`src/rtl/i2c_am_pkg.sv`:
```
package i2c_am_pkg;

    localparam int BYTE_W = 8;
    localparam int ADDR_W = 10;
    localparam int A7_W   = 7;
    localparam int HI_W   = ADDR_W - BYTE_W;
    localparam int CNT_W  = $clog2(BYTE_W + 1);
    localparam int PFX_W  = BYTE_W - HI_W - 1;

    localparam logic [PFX_W-1:0] TEN_PREFIX = 5'b11110;

    typedef enum logic [1:0] {
        PH_IGNORE,
        PH_FIRST,
        PH_LOW,
        PH_DONE
    } phase_e;

    typedef struct packed {
        logic own7;
        logic gcall;
        logic upper;
        logic rw;
    } first_cls_t;

    function automatic logic rsv7(input logic [A7_W-1:0] a);
        return (a[A7_W-1 -: 4] == 4'h0) || (a[A7_W-1 -: 4] == 4'hF);
    endfunction

endpackage

```
`src/rtl/i2c_am_shifter.sv`:
```
module i2c_am_shifter
    import i2c_am_pkg::*;
(
    input  logic              clk,
    input  logic              rst,
    input  logic              clr,
    input  logic              bit_vld,
    input  logic              bit_val,
    output logic [BYTE_W-1:0] byte_nxt,
    output logic              last_bit,
    output logic              ack_bit
);

    localparam logic [CNT_W-1:0] LAST_IDX = CNT_W'(BYTE_W - 1);
    localparam logic [CNT_W-1:0] ACK_IDX  = CNT_W'(BYTE_W);

    logic [BYTE_W-1:0] sh_q;
    logic [CNT_W-1:0]  cnt_q;

    assign byte_nxt = {sh_q[BYTE_W-2:0], bit_val};
    assign last_bit = bit_vld && (cnt_q == LAST_IDX);
    assign ack_bit  = bit_vld && (cnt_q == ACK_IDX);

    always_ff @(posedge clk) begin
        if (rst || clr) begin
            sh_q  <= '0;
            cnt_q <= '0;
        end else if (bit_vld) begin
            if (cnt_q == ACK_IDX) begin
                cnt_q <= '0;
            end else begin
                sh_q  <= byte_nxt;
                cnt_q <= cnt_q + 1'b1;
            end
        end
    end

    a_r11_cnt_bound: assert property (@(posedge clk) disable iff (rst)
        cnt_q <= ACK_IDX);

    a_r11_clr_restarts: assert property (@(posedge clk) disable iff (rst)
        clr |=> (cnt_q == '0));

endmodule

```
`src/rtl/i2c_am_cmp.sv`:
```
module i2c_am_cmp
    import i2c_am_pkg::*;
(
    input  logic [BYTE_W-1:0] byte_in,
    input  logic              ten_mode,
    input  logic              gc_en,
    input  logic [ADDR_W-1:0] own_addr,
    input  logic [ADDR_W-1:0] eff_mask,
    output first_cls_t        cls,
    output logic              low_hit
);

    logic [ADDR_W-1:0] bit_ok_first;
    logic [BYTE_W-1:0] bit_ok_low;
    logic [A7_W-1:0]   a7;

    assign a7 = byte_in[BYTE_W-1:1];

    for (genvar i = 0; i < A7_W; i++) begin : g_first7
        assign bit_ok_first[i] = eff_mask[i] || (a7[i] == own_addr[i]);
    end
    for (genvar i = 0; i < HI_W; i++) begin : g_first_hi
        assign bit_ok_first[BYTE_W+i] = eff_mask[BYTE_W+i] || (byte_in[1+i] == own_addr[BYTE_W+i]);
    end
    assign bit_ok_first[BYTE_W-1] = 1'b1;

    for (genvar i = 0; i < BYTE_W; i++) begin : g_low
        assign bit_ok_low[i] = eff_mask[i] || (byte_in[i] == own_addr[i]);
    end

    always_comb begin
        cls       = '0;
        cls.rw    = byte_in[0];
        cls.gcall = gc_en && (byte_in == '0);
        cls.own7  = !ten_mode && !rsv7(a7) && (&bit_ok_first[A7_W-1:0]);
        cls.upper = ten_mode && (byte_in[BYTE_W-1 -: PFX_W] == TEN_PREFIX)
                    && (&bit_ok_first[ADDR_W-1:BYTE_W]);
    end

    assign low_hit = &bit_ok_low;

endmodule

```
`src/rtl/i2c_addr_match.sv`:
```
module i2c_addr_match
    import i2c_am_pkg::*;
(
    input  logic              clk,
    input  logic              rst,
    input  logic              bit_vld,
    input  logic              bit_val,
    input  logic              start_det,
    input  logic              stop_det,
    input  logic              ten_mode,
    input  logic [ADDR_W-1:0] own_addr,
    input  logic [ADDR_W-1:0] addr_mask,
    input  logic              mask_off,
    input  logic              gc_en,
    output logic              addr_match,
    output logic              sda_pull,
    output logic              gc_hit,
    output logic              rw_flag
);

    logic [BYTE_W-1:0] byte_nxt;
    logic              last_bit;
    logic              ack_bit;
    logic [ADDR_W-1:0] eff_mask;
    first_cls_t        cls;
    logic              low_hit;
    phase_e            phase_q;
    logic              wr10_ok_q;

    assign eff_mask = mask_off ? '0 : addr_mask;

    i2c_am_shifter u_shift (
        .clk      (clk),
        .rst      (rst),
        .clr      (start_det || stop_det),
        .bit_vld  (bit_vld),
        .bit_val  (bit_val),
        .byte_nxt (byte_nxt),
        .last_bit (last_bit),
        .ack_bit  (ack_bit)
    );

    i2c_am_cmp u_cmp (
        .byte_in  (byte_nxt),
        .ten_mode (ten_mode),
        .gc_en    (gc_en),
        .own_addr (own_addr),
        .eff_mask (eff_mask),
        .cls      (cls),
        .low_hit  (low_hit)
    );

    always_ff @(posedge clk) begin
        if (rst) begin
            phase_q    <= PH_IGNORE;
            wr10_ok_q  <= 1'b0;
            addr_match <= 1'b0;
            sda_pull   <= 1'b0;
            gc_hit     <= 1'b0;
            rw_flag    <= 1'b0;
        end else if (start_det) begin
            phase_q    <= PH_FIRST;
            addr_match <= 1'b0;
            sda_pull   <= 1'b0;
            gc_hit     <= 1'b0;
            rw_flag    <= 1'b0;
        end else if (stop_det) begin
            phase_q    <= PH_IGNORE;
            wr10_ok_q  <= 1'b0;
            addr_match <= 1'b0;
            sda_pull   <= 1'b0;
            gc_hit     <= 1'b0;
            rw_flag    <= 1'b0;
        end else begin
            if (ack_bit) begin
                sda_pull <= 1'b0;
            end
            if (last_bit) begin
                unique case (phase_q)
                    PH_FIRST: begin
                        wr10_ok_q <= 1'b0;
                        phase_q   <= PH_IGNORE;
                        if (cls.upper && !cls.rw) begin
                            sda_pull <= 1'b1;
                            phase_q  <= PH_LOW;
                        end else if (cls.upper && cls.rw && wr10_ok_q) begin
                            sda_pull   <= 1'b1;
                            addr_match <= 1'b1;
                            rw_flag    <= 1'b1;
                            phase_q    <= PH_DONE;
                        end else if (cls.gcall) begin
                            sda_pull <= 1'b1;
                            gc_hit   <= 1'b1;
                            phase_q  <= PH_DONE;
                        end else if (cls.own7) begin
                            sda_pull   <= 1'b1;
                            addr_match <= 1'b1;
                            rw_flag    <= cls.rw;
                            phase_q    <= PH_DONE;
                        end
                    end
                    PH_LOW: begin
                        if (low_hit) begin
                            sda_pull   <= 1'b1;
                            addr_match <= 1'b1;
                            wr10_ok_q  <= 1'b1;
                            phase_q    <= PH_DONE;
                        end else begin
                            phase_q <= PH_IGNORE;
                        end
                    end
                    default: ;
                endcase
            end
        end
    end

    a_r10_ack_on_eighth: assert property (@(posedge clk) disable iff (rst)
        $rose(sda_pull) |-> $past(last_bit));

    a_r10_ack_release: assert property (@(posedge clk) disable iff (rst)
        (sda_pull && ack_bit && !start_det) |=> !sda_pull);

    a_r11_clear_on_cond: assert property (@(posedge clk) disable iff (rst)
        (start_det || stop_det) |=> (!addr_match && !gc_hit && !sda_pull && !rw_flag));

    a_r6_gc_needs_enable: assert property (@(posedge clk) disable iff (rst)
        $rose(gc_hit) |-> $past(gc_en));

    a_r6_gc_not_own: assert property (@(posedge clk) disable iff (rst)
        !(gc_hit && addr_match));

    a_r9_read_flag: assert property (@(posedge clk) disable iff (rst)
        ($rose(addr_match) && ten_mode && $past(phase_q == PH_FIRST)) |-> rw_flag);

endmodule

```
`config.mk`:
```
export PLATFORM = sky130hd
export DESIGN_NAME = i2c_addr_match
export DESIGN_NICKNAME = d
export VERILOG_FILES = /design/src/rtl/i2c_am_pkg.sv /design/src/rtl/i2c_am_shifter.sv /design/src/rtl/i2c_am_cmp.sv /design/src/rtl/i2c_addr_match.sv
export SDC_FILE = /design/constraint.sdc
export NUM_CORES = 1
export LEC_CHECK = 0
export BUFFER_PORTS_ARGS = -buffer_cell sky130_fd_sc_hd__clkbuf_2
export CAP_MARGIN = 15
export CORE_ASPECT_RATIO = 0.7
export CORE_MARGIN = 3
export CORE_UTILIZATION = 49
export CTS_CLUSTER_DIAMETER = 80
export CTS_CLUSTER_SIZE = 12
export DETAILED_ROUTE_END_ITERATION = 12
export PLACE_DENSITY = 0.8
export SLEW_MARGIN = 10
export SYNTH_ARGS = -nofsm -noshare
export SYNTH_HDL_FRONTEND = slang
export SYNTH_HIERARCHICAL = 1
export SYNTH_SLANG_ARGS = --single-unit
```
`constraint.sdc`:
```
create_clock -name clk -period 2.4 [get_ports clk]
set_input_delay 0 -clock clk [delete_from_list [all_inputs] [get_ports clk]]
set_output_delay 0 -clock clk [all_outputs]
set_load 0.02 [all_outputs]
```
## Yosys cells after proc, flatten, opt, wreduce, memory -nomap -nowiden

Index checks and enable logic that the tools add are counted.

| word-level totals | value |
|---|---|
| output and inout port bits | 4 |
| logic and storage cells | 126 |
| bits in registers | 18 |
| input port bits | 29 |

| cells by class | value |
|---|---|
| reductions and logical operators | 52 |
| $add $sub $neg | 1 |
| multiplexer cells | 31 |
| equality and inequality tests | 29 |
| bitwise gates (word level) | 4 |

Operators by type and width:

| operator | number |
|---|---|
| $logic_or A1 B1 Y1 | 20 |
| $mux W1 | 20 |
| $eq A1 B1 Y1 | 17 |
| $logic_and A1 B1 Y1 | 10 |
| $mux W10 | 1 |
| $mux W2 | 5 |
| $reduce_and A5 Y1 | 2 |
| $ne A3 B3 Y1 const B | 3 |
| $eq A4 B4 Y1 const B | 2 |
| $logic_not A8 Y1 | 1 |
| $reduce_and A2 Y1 | 4 |
| $reduce_and A8 Y1 | 1 |
| $reduce_and A7 Y1 | 1 |
| $pmux W1 S2 | 3 |
| $reduce_and A6 Y1 | 1 |
| $reduce_bool A2 Y1 | 3 |
| $reduce_bool A3 Y1 | 2 |
| $eq A5 B5 Y1 const B | 1 |
| $add A4 B1 Y4 const B | 1 |
| $eq A4 B3 Y1 const B | 1 |
| $logic_not A4 Y1 | 1 |
| $mux W4 | 1 |
| $ne A2 B2 Y1 const B | 2 |
| $not A1 Y1 | 4 |
| other kinds (8) | 10 |

## Logic depth before layout (Yosys ltp)

Gate-level depths: netlist of the first run.

| logic depth | value |
|---|---|
| word-level depth | 13 |
| depth in mapped cells | 8 |
| depth with buffers taken out | 8 |

## Hierarchy

The synthesis of the first run kept the hierarchy.

By module, submodules not included:

| module | seq. area each (um^2) | times used | cells an instance | area each (um^2) |
|---|---|---|---|---|
| i2c_am_shifter | 220.2 | 1 | 47 | 499.2 |
| i2c_addr_match | 140.1 | 1 | 65 | 485.5 |
| i2c_am_cmp | 0.0 | 1 | 39 | 307.8 |

## Worst setup path after synthesis of the first run

Ideal clock, no wire load.

| timing | value |
|---|---|
| path kind | flip-flop to flip-flop |
| start | register u_shift.sh_q[1] |
| end | register rw_flag |
| setup time | 0.114 ns |
| path buffers | 0 |
| clock period less this slack | 1.880 ns |
| stages on the path, launching flop included | 8 |
| setup slack | 0.520 ns |
| data required time | 2.286 ns |
| arrival | 1.766 ns |
| path through | dfxtp_1 -> xor2_1 -> a222oi_1 -> nor4b_2 -> nand2b_1 -> or4_1 -> a21oi_1 -> nor2_1 |

RTL lines:

| what | RTL line | source |
|---|---|---|
| start: declaration | i2c_am_shifter.sv:17 | `logic [BYTE_W-1:0] sh_q;` |
| start signal: assignment | i2c_am_shifter.sv:32 | `sh_q <= byte_nxt;` |
| end signal: assignment | i2c_addr_match.sv:98 | `rw_flag <= cls.rw;` |
| end: declaration | i2c_addr_match.sv:18 | `output logic rw_flag` |

==> results.json, run 1 <==
{
  "status": "finished, final reports clean",
  "synth_commonest_cells": "18 x dfxtp_1, 15 x nand2_1, 14 x xnor2_1",
  "fin_ws_ps": 300,
  "drt_iter0_markers": 86,
  "cts_resized": 0,
  "r2r-end": "rw_flag",
  "critPathLaunchType": "register",
  "clk_path_buf_depth": 2,
  "syn_area_sq_um": 1290,
  "regArea_sq_um": 360,
  "finalPower_uw": 653,
  "rsz0062_at_grt": "no",
  "coreArea_sq_um": 2310,
  "crit_path_end_kind": "register",
  "final_core_util_pct": 67.3,
  "internal_power_uw": 496,
  "synth_area_leaders": "dfxtp_1 28%, xnor2_1 9.5%, mux2i_1 6.2%, nor2b_1 5.3%, nand2_1 4.4%",
  "clock_power_share_pct": 38.3,
  "maxCapViolCount": 0,
  "hold_start": "rst",
  "numPortBuffers": 32,
  "antenna_left": 0,
  "clock_latency_ps": 250,
  "ys_warn_count": 6,
  "io_pins": 33,
  "areaGrowthSynthToFinish_pct": 20.3,
  "fmax_mhz": 476,
  "route.detailed.drc": 0,
  "grt_usage_pct": 20.0,
  "syn_inst": 151,
  "reg2reg_depth": 7,
  "synthArstFlopShare_pct": 0,
  "cp_data_required_time_ps": 2550,
  "grt_pass1_vias": 1142,
  "rr_startpoint": "u_shift/sh_q[1]",
  "relSlewSlack_pct": 70.8,
  "finalSetupViolCount": 0,
  "die_w_microns": 67.4,
  "report.final.slew_viol_count": 0,
  "vias_per_cell": 5.61,
  "htreeDepth": 1,
  "fin_crit_ps": 2100,
  "die_area_sq_um": 3300,
  "synth_top_area_share_pct": 27.9,
  "cp.arrival_ps": 2250,
  "final.setup_skew_ps": 4.26,
  "antenna_found_initial": 0,
  "pwr-share-comb_pct": 15.3,
  "peakVddDrop_mv": 0.319,
  "holdBufCountCts": 0,
  "ys_types": 45,
  "min_to": "phase_q[0]",
  "grt_pass1_wl_mm": 5.19,
  "globalRouteOverflowTotal": 0,
  "fillers": 202,
  "synth_area_leader_cell": "dfxtp_1",
  "yosysMostFrequentCell": "dfxtp_1",
  "place_inst": 216,
  "hold_path_depth": 2,
  "synth_top_flop_cell": "dfxtp_1",
  "drtPass1Iterations": 4,
  "p_per_area_nw_per_um2": 420,
  "worst_slew_pin_slew_ps": 436,
  "cts_tree": "done",
  "antenna_cells": 0,
  "p_seq_share_pct": 46.4,
  "crit_fanout": 5,
  "syn_avg_cell_area_sq_um": 8.56,
  "hold_path.class": "input pin to register",
  "syn_nets": 184,
  "placed_cell_area_sq_um": 1500,
  "fin_nets": 222,
  "hpwl_mm": 2.47,
  "initial_utilization_pct": 55.9,
  "drive_gt1_share_pct": 26.1,
  "design_area_sq_um": 1560,
  "multiInputGateArea_sq_um": 880,
  "dieHeight_microns": 49.0,
  "num_rows": 14,
  "cts.sinks": 18,
  "fin_crit_sh_pct": 87.5,
  "cts_root_buf": "clkbuf_8",
  "sw_frac_of_total_pct": 24.2,
  "post-place-ws_ps": 341,
  "clkTransAtPathRegs_ps": 70,
  "tns_ps": 0,
  "yosysSeqAreaShare_pct": 27.9,
  "post_cts_buffers": 0,
  "p_switching_uw": 158,
  "hold_viol_final": 0,
  "critical_path_class": "register to register",
  "stdcell_count": 220,
  "route.detailed.wl_per_inst_microns": 14.1,
  "wl_mm": 3.11,
  "vias": 1234,
  "synth_seq_cells": 18,
  "cts_made_buffers": 3,
  "p_leak_nw": 0.609,
  "grt_max_degree": 11,
  "place.gp.congestion": 0.847,
  "whs_ps": 32.3,
  "synth_edf_count": 0,
  "ff2ff_setup_slack_ps": 300
}
## worst max-delay path by stage
stage / from / to / slack [ps] / cells past startpoint
floorplan: u_shift/sh_q[1] / rw_flag / 520 / 7
global placement: u_shift/sh_q[1] / rw_flag / 430 / 7
finish: u_shift/sh_q[1] / rw_flag / 300 / 7
CTS: u_shift/sh_q[1] / rw_flag / 330 / 7
global route: u_shift/sh_q[1] / rw_flag / 230 / 7
detailed placement: u_shift/sh_q[1] / rw_flag / 340 / 7
## flip-flops by register name, summed over array words and instances (netlist names)
signal and flops:
addr_match 1, gc_hit 1, phase_q 2, rw_flag 1
sda_pull 1, u_shift/cnt_q 4, u_shift/sh_q 7, wr10_ok_q 1
## routing by layer
| layer | wire [microns] | global-route usage [%] | vias up |
|---|---|---|---|
| li1 | - | - | 612 |
| met1 | 1440 | 28.1 | 565 |
| met2 | 1410 | 29.5 | 51 |
| met3 | 222 | 5.53 | 6 |
| met4 | 38 | 5.39 | 0 |
| met5 | 0 | 0 | - |
## power groups by stage
stage	combinational, mW	sequential [mW]	clock, mW
floorplan	0.0584	0.309	0
global placement	0.0951	0.310	0
detailed placement	0.0979	0.310	0
CTS	0.0987	0.303	0.257
global route	0.109	0.303	0.277
finish	0.0998	0.303	0.250
## cells by family (layout without fill, tap and decap cells)
kind of cell             Yosys count  in the layout  synth area share [%]
AO/OA/AOI/OAI                     28             28                  15.5
buffers and inverters             12             49                  4.07
AND/OR/NAND/NOR                   61             61                  28.8
XOR/XNOR                          19             19                  12.9
adder cells (fa/ha/maj)            4              4                  3.87
flip-flops                        18             18                  27.9
multiplexers                       9              9                  7.07
## layout make-up
class	instances	area share, %
Multi-Input combinational cell	121	56.6
Clock buffer	4	3.54
Inverter	10	2.41
Timing Repair Buffer	35	11.7
Sequential cell	18	23.2
Tap cell	32	2.57
## critical path: stages, from the launching register on
cell	delay (ps)
dfxtp_1	460
xor2_1	110
a222oi_1	320
nor4b_2	360
nand2b_1	140
or4_1	410
a21oi_1	150
nor2_1	50
## layout by cell type (no fill, tap or decap), types with 3 or more instances in the layout
cell type   n
o22ai_1     6
nand2_1    15
nand2b_1    3
xnor2_1    14
clkbuf_8    4
inv_1      10
mux2i_1     8
clkbuf_2   32
ha_1        4
dfxtp_1    18
nor2b_1    11
nor2_1     11
xor2_1      5
a21oi_1     6
buf_4       3
No activity file was read; power rests on OpenSTA's default activity.
==> run 2: changes to the inputs <==
--- a/config.mk
+++ b/config.mk
@@ -7,7 +7,7 @@
 export LEC_CHECK = 0
 export BUFFER_PORTS_ARGS = -buffer_cell sky130_fd_sc_hd__clkbuf_2
 export CAP_MARGIN = 15
-export CORE_ASPECT_RATIO = 0.7
+export CORE_ASPECT_RATIO = 2
 export CORE_MARGIN = 3
 export CORE_UTILIZATION = 49
 export CTS_CLUSTER_DIAMETER = 80
==> results.json, run 2 (synthesis gave the netlist of run 1 again) <==
{
  "numPortBuffers": 32,
  "final.setup_skew_ps": 5.67,
  "grt_max_degree": 11,
  "die_area_sq_um": 3330,
  "place.gp.congestion": 0.967,
  "fin_ws_ps": 195,
  "mostFrequentLayoutCell": "clkbuf_2",
  "io_pins": 33,
  "antenna_cells": 0,
  "fillers": 222,
  "htreeDepth": 1,
  "wl_mm": 3.25,
  "vias": 1254,
  "report.final.slew_viol_count": 0,
  "cp.arrival_ps": 2350,
  "placed_cell_area_sq_um": 1480,
  "clkTransAtPathRegs_ps": 70,
  "grt_pass1_vias": 1360,
  "drive_gt1_share_pct": 25.8,
  "largestRegisters": "u_shift/sh_q x7, u_shift/cnt_q x4, phase_q x2",
  "drt_iter0_markers": 39,
  "cts_resized": 0,
  "regMostFlops": "u_shift/sh_q",
  "maxCapViolCount": 0,
  "areaGrowthSynthToFinish_pct": 19.8,
  "status": "finished, final reports clean",
  "rsz0062_at_grt": "no",
  "post_cts_buffers": 0,
  "finalSetupViolCount": 0,
  "num_rows": 25,
  "crit_fanout": 5,
  "p_per_area_nw_per_um2": 420,
  "post-place-ws_ps": 152,
  "crit_slowest_cell": "dfxtp_1",
  "largest_register_ffs": 7,
  "critical_path_class": "register to register",
  "dieHeight_microns": 78.6,
  "route.detailed.wl_per_inst_microns": 15.3,
  "clock_latency_ps": 250,
  "tns_ps": 0,
  "drtPass1Iterations": 4,
  "fin_nets": 220,
  "route.detailed.drc": 0,
  "vias_per_cell": 5.89,
  "cts_made_buffers": 3,
  "finalPower_uw": 650,
  "cts.sinks": 18,
  "worst_slew_pin_slew_ps": 714,
  "p_leak_nw": 0.607,
  "antenna_left": 0,
  "layout_common_cells": "32 x clkbuf_2, 18 x dfxtp_1, 15 x nand2_1, 14 x xnor2_1",
  "fin_crit_sh_pct": 91.9,
  "die_w_microns": 42.3,
  "relSlewSlack_pct": 52.0,
  "hpwl_mm": 2.70,
  "fmax_mhz": 453,
  "cp_slowest_stage_delay_ps": 450,
  "grt_usage_pct": 21.1,
  "fin_crit_ps": 2210,
  "design_area_sq_um": 1550,
  "cp_data_required_time_ps": 2550,
  "critPathLaunchType": "register",
  "cts_root_buf": "clkbuf_8",
  "crit_chain": "xor2_1 > a222oi_1 > nor4b_4 > nand2b_1 > or4_1 > a21oi_1 > nor2_1",
  "grt_pass1_wl_mm": 5.60,
  "crit_path_end_kind": "register",
  "hold_viol_final": 0,
  "initial_utilization_pct": 53.0,
  "coreArea_sq_um": 2440,
  "antenna_found_initial": 0,
  "peakVddDrop_mv": 0.416,
  "cts_tree": "done",
  "clk_path_buf_depth": 2,
  "hold_path.class": "input pin to register",
  "holdBufCountCts": 0,
  "globalRouteOverflowTotal": 0
}
-- run 2: cell count changes in the layout (fill, tap and decap cells not counted) --
cell     change
nor4b_4      +1
buf_4        -2
nor4b_1      -1
-- run 2: critical path: cells and delay by family, from the launching register on --
kind | cells | cell delay (ps)
AOI/OAI and AO/OA | 2 | 600
xor gates and xnor gates | 1 | 110
DFF | 1 | 450
and+or+nand+nor | 4 | 940
-- run 2: where the power goes --
part           internal, mW  total, mW  switching (mW)
Clock                 0.146      0.244          0.0982
Sequential            0.301      0.303         0.00225
Combinational        0.0495      0.103          0.0537
Total                 0.496      0.650           0.154
-- run 2: path summary, 6_finish.rpt --
path                         from    endpoint  slack [ps]  cells after the start
setup / recovery  u_shift/sh_q[1]     rw_flag         190                      7
hold / removal                rst  phase_q[0]          30                      2
setup reg to reg  u_shift/sh_q[1]     rw_flag         190                      7
hold reg to reg        addr_match  addr_match         470                      1
-- run 2: cell type report --
| cell class | count | area, sq um | share of cell area (%) |
|---|---|---|---|
| multi-input combinational | 121 | 895 | 57.8 |
| inverter | 10 | 37.5 | 2.42 |
| sequential | 18 | 360 | 23.3 |
| tap | 27 | 33.8 | 2.18 |
| timing repair buffer | 33 | 168 | 10.8 |
| clock buffer | 4 | 55.1 | 3.55 |
-- run 2: metrics by stage --
stage / hold WS [ps] / instances / utilization (%)
6_report: 34.6 / 213 / 63.5
5_1_grt: 56.5 / 213 / 63.5
4_1_cts: 35.2 / 213 / 62.9
3_5_place_dp: 305 / 209 / 60.6
3_3_place_gp: 302 / 209 / 60.6
2_1_floorplan: 69.1 / 151 / -
-- run 2: layer usage --
| layer | GRT usage (%) | vias to the layer above | wire [microns] |
|---|---|---|---|
| li1 | - | 600 | - |
| met1 | 19.6 | 582 | 1110 |
| met2 | 41.4 | 58 | 1830 |
| met3 | 2.06 | 14 | 199 |
| met4 | 12.5 | 0 | 115 |
| met5 | 0 | - | 0 |
